File: config.mk
export PLATFORM = sky130hd
export DESIGN_NAME = mshr_file
export DESIGN_NICKNAME = d
export VERILOG_FILES = /design/src/rtl/mshr_pkg.sv /design/src/rtl/mshr_pick_free.sv /design/src/rtl/mshr_match.sv /design/src/rtl/mshr_entry.sv /design/src/rtl/mshr_fill_seq.sv /design/src/rtl/mshr_file.sv
export SDC_FILE = /design/constraint.sdc
export NUM_CORES = 2
export LEC_CHECK = 0
export BUFFER_PORTS_ARGS = -buffer_cell sky130_fd_sc_hd__buf_2
export CAP_MARGIN = 10
export CELL_PAD_IN_SITES_DETAIL_PLACEMENT = 0
export CELL_PAD_IN_SITES_GLOBAL_PLACEMENT = 1
export CORE_UTILIZATION = 41
export DETAILED_ROUTE_END_ITERATION = 16
export PLACE_DENSITY_LB_ADDON = 0.1
export SYNTH_ARGS = -nofsm -noshare
export SYNTH_HDL_FRONTEND = slang
export SYNTH_SLANG_ARGS = --single-unit
File: constraint.sdc
create_clock -name clk_i -period 6.1 [get_ports clk_i]
set_clock_uncertainty 0.1 [all_clocks]
set_input_delay 1.22 -clock clk_i [delete_from_list [all_inputs] [get_ports clk_i]]
set_output_delay 1.22 -clock clk_i [all_outputs]
set_load 0.05 [all_outputs]
File: src/rtl/mshr_pkg.sv
package mshr_pkg;
  localparam int unsigned ADDR_W     = 32;
  localparam int unsigned LINE_BYTES = 64;
  localparam int unsigned BEAT_W     = 64;
  localparam int unsigned BEATS      = LINE_BYTES * 8 / BEAT_W;
  localparam int unsigned OFF_W      = $clog2(LINE_BYTES);
  localparam int unsigned LADDR_W    = ADDR_W - OFF_W;
  localparam int unsigned BIDX_W     = $clog2(BEATS);

  typedef logic [LADDR_W-1:0] laddr_t;
  typedef logic [BEAT_W-1:0]  beat_t;
  typedef logic [BIDX_W-1:0]  bidx_t;
endpackage

File: src/rtl/mshr_pick_free.sv
module mshr_pick_free #(
  parameter int unsigned N     = 4,
  parameter int unsigned IDX_W = $clog2(N)
) (
  input  logic [N-1:0]     busy_i,
  output logic [IDX_W-1:0] idx_o,
  output logic             any_o
);
  always_comb begin
    idx_o = '0;
    any_o = 1'b0;
    for (int i = N - 1; i >= 0; i--) begin
      if (!busy_i[i]) begin
        idx_o = IDX_W'(i);
        any_o = 1'b1;
      end
    end
  end
endmodule

File: src/rtl/mshr_match.sv
module mshr_match import mshr_pkg::*; #(
  parameter int unsigned N     = 4,
  parameter int unsigned IDX_W = $clog2(N)
) (
  input  logic [N-1:0]         valid_i,
  input  laddr_t [N-1:0]       laddr_i,
  input  laddr_t               key_i,
  output logic                 hit_o,
  output logic [IDX_W-1:0]     idx_o
);
  logic [N-1:0] eq;

  for (genvar g = 0; g < N; g++) begin : g_cmp
    assign eq[g] = valid_i[g] && (laddr_i[g] == key_i);
  end

  always_comb begin
    idx_o = '0;
    for (int i = N - 1; i >= 0; i--) begin
      if (eq[i]) idx_o = IDX_W'(i);
    end
  end

  assign hit_o = |eq;
endmodule

File: src/rtl/mshr_entry.sv
module mshr_entry import mshr_pkg::*; (
  input  logic   clk_i,
  input  logic   rst_ni,
  input  logic   alloc_i,
  input  laddr_t alloc_laddr_i,
  input  logic   alloc_excl_i,
  input  logic   dealloc_i,
  input  logic   mark_repl_i,
  input  logic   mark_dirty_i,
  input  logic   clr_repl_i,
  input  logic   wr_i,
  input  bidx_t  wr_beat_i,
  input  beat_t  wr_data_i,
  input  bidx_t  rd_beat_i,
  output logic   valid_o,
  output laddr_t laddr_o,
  output logic   excl_o,
  output logic   repl_o,
  output logic   dirty_o,
  output logic   bufv_o,
  output beat_t  rd_data_o
);
  beat_t buf_q [BEATS];

  always_ff @(posedge clk_i or negedge rst_ni) begin
    if (!rst_ni) begin
      valid_o <= 1'b0;
      laddr_o <= '0;
      excl_o  <= 1'b0;
      repl_o  <= 1'b0;
      dirty_o <= 1'b0;
      bufv_o  <= 1'b0;
    end else if (alloc_i) begin
      valid_o <= 1'b1;
      laddr_o <= alloc_laddr_i;
      excl_o  <= alloc_excl_i;
      repl_o  <= 1'b0;
      dirty_o <= 1'b0;
      bufv_o  <= 1'b0;
    end else if (dealloc_i) begin
      valid_o <= 1'b0;
      repl_o  <= 1'b0;
      bufv_o  <= 1'b0;
    end else begin
      if (mark_repl_i) begin
        repl_o  <= 1'b1;
        dirty_o <= mark_dirty_i;
        bufv_o  <= 1'b0;
      end else if (clr_repl_i) begin
        repl_o <= 1'b0;
      end
      if (wr_i && wr_beat_i == bidx_t'(BEATS - 1)) bufv_o <= 1'b1;
    end
  end

  // line buffer needs no reset: bufv_o qualifies it
  always_ff @(posedge clk_i) begin
    if (wr_i) buf_q[wr_beat_i] <= wr_data_i;
  end

  assign rd_data_o = buf_q[rd_beat_i];
endmodule

File: src/rtl/mshr_fill_seq.sv
module mshr_fill_seq import mshr_pkg::*; #(
  parameter int unsigned IDX_W = 2
) (
  input  logic             clk_i,
  input  logic             rst_ni,
  input  logic             start_i,
  input  logic [IDX_W-1:0] start_id_i,
  output logic             active_o,
  output logic [IDX_W-1:0] id_o,
  output bidx_t            beat_o,
  output logic             last_o
);
  assign last_o = active_o && (beat_o == bidx_t'(BEATS - 1));

  always_ff @(posedge clk_i or negedge rst_ni) begin
    if (!rst_ni) begin
      active_o <= 1'b0;
      id_o     <= '0;
      beat_o   <= '0;
    end else if (start_i && !active_o) begin
      active_o <= 1'b1;
      id_o     <= start_id_i;
      beat_o   <= '0;
    end else if (active_o) begin
      beat_o <= beat_o + 1'b1;
      if (last_o) active_o <= 1'b0;
    end
  end
endmodule

File: src/rtl/mshr_file.sv
module mshr_file import mshr_pkg::*; #(
  parameter int unsigned N     = 4,
  parameter int unsigned IDX_W = $clog2(N)
) (
  input  logic               clk_i,
  input  logic               rst_ni,
  input  logic               alloc_valid_i,
  input  logic [ADDR_W-1:0]  alloc_addr_i,
  input  logic               alloc_excl_i,
  output logic [IDX_W-1:0]   alloc_id_o,
  output logic               full_o,
  input  logic               repl_valid_i,
  input  logic [ADDR_W-1:0]  repl_addr_i,
  input  logic               repl_dirty_i,
  input  logic               repl_writable_i,
  input  logic [BEAT_W-1:0]  repl_data_i,
  output logic               repl_hit_o,
  input  logic               upg_valid_i,
  input  logic [IDX_W-1:0]   upg_id_i,
  input  logic               upg_present_i,
  input  logic               done_valid_i,
  input  logic [IDX_W-1:0]   done_id_i,
  output logic               reissue_valid_o,
  output logic [IDX_W-1:0]   reissue_id_o,
  output logic [ADDR_W-1:0]  reissue_addr_o,
  output logic               xresp_valid_o,
  output logic [IDX_W-1:0]   xresp_id_o,
  output logic [BIDX_W-1:0]  xresp_beat_o,
  output logic               xresp_last_o,
  output logic [ADDR_W-1:0]  xresp_addr_o,
  output logic [BEAT_W-1:0]  xresp_data_o
);
  logic [N-1:0]     ent_valid, ent_excl, ent_repl, ent_dirty, ent_bufv;
  laddr_t [N-1:0]   ent_laddr;
  beat_t            ent_rd [N];
  logic [IDX_W-1:0] free_idx, match_idx;
  logic             any_free, match_hit;
  bidx_t            repl_beat_q;
  logic             repl_take, repl_first, fill_start, fill_done;
  logic             reissue_q;
  logic [IDX_W-1:0] reissue_id_q;
  logic             unused_off;

  assign unused_off = ^{alloc_addr_i[OFF_W-1:0], repl_addr_i[OFF_W-1:0]};

  mshr_pick_free #(.N(N), .IDX_W(IDX_W)) u_free (
    .busy_i (ent_valid),
    .idx_o  (free_idx),
    .any_o  (any_free)
  );

  mshr_match #(.N(N), .IDX_W(IDX_W)) u_match (
    .valid_i (ent_valid),
    .laddr_i (ent_laddr),
    .key_i   (repl_addr_i[ADDR_W-1:OFF_W]),
    .hit_o   (match_hit),
    .idx_o   (match_idx)
  );

  assign alloc_id_o = free_idx;
  assign full_o     = !any_free;
  assign repl_hit_o = repl_valid_i && match_hit;
  assign repl_first = (repl_beat_q == '0);
  // only an exclusive request on a read-only victim is recoverable
  assign repl_take  = repl_hit_o && ent_excl[match_idx] && !repl_writable_i;

  always_ff @(posedge clk_i or negedge rst_ni) begin
    if (!rst_ni) repl_beat_q <= '0;
    else if (repl_valid_i) repl_beat_q <= repl_beat_q + 1'b1;
  end

  assign fill_start = upg_valid_i && !upg_present_i && !ent_dirty[upg_id_i];

  mshr_fill_seq #(.IDX_W(IDX_W)) u_fill (
    .clk_i      (clk_i),
    .rst_ni     (rst_ni),
    .start_i    (fill_start),
    .start_id_i (upg_id_i),
    .active_o   (xresp_valid_o),
    .id_o       (xresp_id_o),
    .beat_o     (xresp_beat_o),
    .last_o     (xresp_last_o)
  );

  assign fill_done = xresp_last_o;

  for (genvar g = 0; g < N; g++) begin : g_ent
    logic sel_upg, sel_done, sel_fill, sel_repl;
    assign sel_upg  = upg_valid_i && upg_id_i == IDX_W'(g);
    assign sel_done = done_valid_i && done_id_i == IDX_W'(g);
    assign sel_fill = fill_done && xresp_id_o == IDX_W'(g);
    assign sel_repl = repl_take && match_idx == IDX_W'(g);

    mshr_entry u_ent (
      .clk_i         (clk_i),
      .rst_ni        (rst_ni),
      .alloc_i       (alloc_valid_i && any_free && free_idx == IDX_W'(g)),
      .alloc_laddr_i (alloc_addr_i[ADDR_W-1:OFF_W]),
      .alloc_excl_i  (alloc_excl_i),
      .dealloc_i     ((sel_upg && upg_present_i) || sel_done || sel_fill),
      .mark_repl_i   (sel_repl && repl_first),
      .mark_dirty_i  (repl_dirty_i),
      .clr_repl_i    (sel_upg && !upg_present_i),
      .wr_i          (sel_repl && !repl_dirty_i),
      .wr_beat_i     (repl_beat_q),
      .wr_data_i     (repl_data_i),
      .rd_beat_i     (xresp_beat_o),
      .valid_o       (ent_valid[g]),
      .laddr_o       (ent_laddr[g]),
      .excl_o        (ent_excl[g]),
      .repl_o        (ent_repl[g]),
      .dirty_o       (ent_dirty[g]),
      .bufv_o        (ent_bufv[g]),
      .rd_data_o     (ent_rd[g])
    );
  end

  always_ff @(posedge clk_i or negedge rst_ni) begin
    if (!rst_ni) begin
      reissue_q    <= 1'b0;
      reissue_id_q <= '0;
    end else begin
      reissue_q    <= upg_valid_i && !upg_present_i && ent_dirty[upg_id_i];
      reissue_id_q <= upg_id_i;
    end
  end

  assign reissue_valid_o = reissue_q;
  assign reissue_id_o    = reissue_id_q;
  assign reissue_addr_o  = {ent_laddr[reissue_id_q], {OFF_W{1'b0}}};
  assign xresp_addr_o    = {ent_laddr[xresp_id_o], {OFF_W{1'b0}}};
  assign xresp_data_o    = ent_rd[xresp_id_o];
endmodule

==> results.cfg <==
[run_status]
outcome = finished clean

[logic_synthesis]
synth_commonest_cells = 2048 x edfxtp_1, 693 x mux4_2, 180 x nand2_1, 128 x dfrtp_1, 120 x mux2_2
synth_cell_types = 48
synth_ff_type = edfxtp_1
synthCells = 3641
synth.top_cell.area_share_pct = 72.2
yosys.area.top_type = edfxtp_1
avgSynthCellArea_sq_um = 23.4
yosysWarnings = 0
seq_area_frac_synth_pct = 76.0
ys_top_cells_by_area = edfxtp_1 72%, mux4_2 18%, dfrtp_1 3.8%, mux2_2 1.6%, nand2_1 0.79%
syn_area_sq_um = 85100
synthArstFlopShare_pct = 5.88
synth-seq-cells = 2176
synth_edf_count = 2048
yosysMostFrequentCell = edfxtp_1

[die]
fp.dieH_microns = 458
start_util_pct = 41.4
die_x_microns = 458
io_pins = 284
rows = 166
core_area_sq_um = 205000
die-area_sq_um = 209000

[drt]
wl_mm = 225
avgViaCountPerCell = 5.74
routed-via-count = 39831
detail-route-antenna-nets = 0
drtIter0Drc = 3615
drc = 0
routedWlPerCell_microns = 32.4
drtPass1Iterations = 8

[clock_tree]
cts_buffers = 226
clk_pin_slew_ps = 60
worstSkewPairLatency_ps = 860
cts_setup_buffers = 0
ctsHoldBuffers = 0
cts_root_buf = clkbuf_16
cts.path.max_buffers = 3
cts_tree = yes
htreeDepth = 4
cts_resized = 0
cts_sinks = 2176

[place]
place_area_sq_um = 91000
port_buffers = 259
dp.cells = 6518
gp_congestion = 0.804
hpwl_mm = 115
dp_slack_ps = 865

[cells_and_area]
areaGrowthSynthToFinish_pct = 15.1
final_nets = 4204
fin_cells = 6936
drive_gt1_share_pct = 36.1
fillers = 16705
postLayoutCellArea_sq_um = 98000

[timing]
period_share_pct = 87.4
layout_setup_ws_ps = 766
fmax_mhz = 187
hold_viol = 0
rsz0062_at_grt = no
period_needed_ps = 5330
final-setup-viol-count = 0
slew_headroom_pct = 20.6
drv_slew = 0
setup_tns_ps = 0
worstMarginPinSlew_ps = 1190

[flow_run]
cap_violations = 0

[worst_setup_path]
required_ps = 4780
crit_path_max_fanout = 50
critical_path_class = register to primary output
worstSetupStartpointType = register
worst_setup_path_end_kind = primary output
crit_arrival_ps = 4010

[worst_hold_path]
hold_class = input pin to asynchronous set/reset pin

[power_and_ir_drop]
total_leakage_power_nw = 31.2
powerDensity_nw_per_um2 = 464
ir_drop_mv = 0.338

[global_routing]
grt_pass1_vias = 41342
grt_max_degree = 81
grt_usage_pct = 21.7
grt.overflow.total = 0
grt_antenna_before_repair = 28
grt_pass1_wl_mm = 320
## worst max-delay path, stage by stage (launching register included)
cell and delay, ps:
dfrtp_4 880, buf_12 450, mux4_2 600, mux4_2 530, mux2_2 330, buf_2 230
## registers in the layout, indices dropped and copies added, names as in the netlist
register and count:
reissue_id_o 2, g_ent.u_ent.excl_o 4, g_ent.u_ent.valid_o 4, g_ent.u_ent.dirty_o 4
u_fill.beat_o 3, g_ent.u_ent.buf_q 2048, u_fill.active_o 1, u_fill.id_o 2
repl_beat_q 3, g_ent.u_ent.laddr_o 104, reissue_valid_o 1
## report_power, final
group          internal (mW)  total [mW]  switching, mW
clock network           7.34        13.0           5.71
logic                   6.40        14.8           8.42
registers               16.7        17.6          0.860
## kinds of logic (layout without fill, tap and decap cells)
group,Yosys count,count (layout),synth area share [%]
adders and majority gates,4,4,0.0588
xor gates and xnor gates,106,106,1.13
DFF,2176,2176,76.0
other,1,23,0.00441
buffers and inverters,217,802,1.11
AOI/OAI and AO/OA,22,22,0.179
muxes,816,816,20.0
and+or+nand+nor,299,299,1.56
## layout by cell type, fill, tap and decap left out, types with 3 or more instances in the layout
master        n
edfxtp_1   2048
mux4_2      693
buf_2       258
clkbuf_16   228
nand2_1     180
dfrtp_1     122
mux2_2      120
buf_12       70
clkinv_1     63
clkbuf_1     60
xnor2_1      58
buf_4        55
xor2_1       44
nor2_4       31
clkinv_2     30
nand4_1      22
nor3_1       12
conb_1       12
bufinv_16    12
diode_2      11
inv_1        11
nor2_1       11
nor4_1       10
nand3_1       8
o21ai_0       5
dfrtp_4       5
xnor2_2       4
nor3b_1       4
ha_1          4
inv_6         4
a21oi_1       3
nor2b_1       3
mux2i_1       3
clkinv_16     3
inv_16        3
clkinv_8      3
## path summary, 6_finish.rpt
kind	slack [ps]	from	endpoint	cells after the start
worst max-delay path	770	u_fill.beat_o[0]	xresp_data_o[18]	5
worst min-delay path	310	rst_ni	g_ent[0].u_ent.laddr_o[14]	1
worst max register to register	1870	g_ent[2].u_ent.laddr_o[24]	g_ent[2].u_ent.buf_q[2][14]	8
worst min register to register	420	g_ent[3].u_ent.excl_o	g_ent[3].u_ent.excl_o	1
max in group asynchronous	4430	rst_ni	g_ent[1].u_ent.laddr_o[0]	2
min in group clk_i	420	g_ent[3].u_ent.excl_o	g_ent[3].u_ent.excl_o	1
## through the flow
stage | utilization [%] | total power [mW] | hold WS [ps]
after CTS | 47.7 | 46.1 | 291
after global routing | 47.7 | 47.3 | 342
final | 47.7 | 45.5 | 308
after detailed placement | 44.3 | 33.1 | 413
after global placement | 44.3 | 33.1 | 411
after floorplan | - | 28.7 | 380
## layer usage
metal | share of wire (%) | global-route usage, % | vias up
met4 | 1.8 | 4.84 | 8
li1 | - | - | 16284
met1 | 45 | 31.8 | 22138
met5 | 0.025 | 0 | -
met2 | 48 | 34.6 | 1115
met3 | 4.9 | 3.09 | 286
## layout make-up
cell class,count,area (sq um),share of cell area (%)
Sequential cell,2176,64700,66.1
Multi-Input combinational cell,1259,19800,20.2
Clock buffer,288,5930,6.05
Tap cell,2688,3360,3.43
Timing Repair Buffer,384,3120,3.18
Clock inverter,119,988,1.01
Inverter,11,41.3,0.0421
Antenna cell,11,27.5,0.0281
Note: power is estimated with default switching activity, not from simulation.
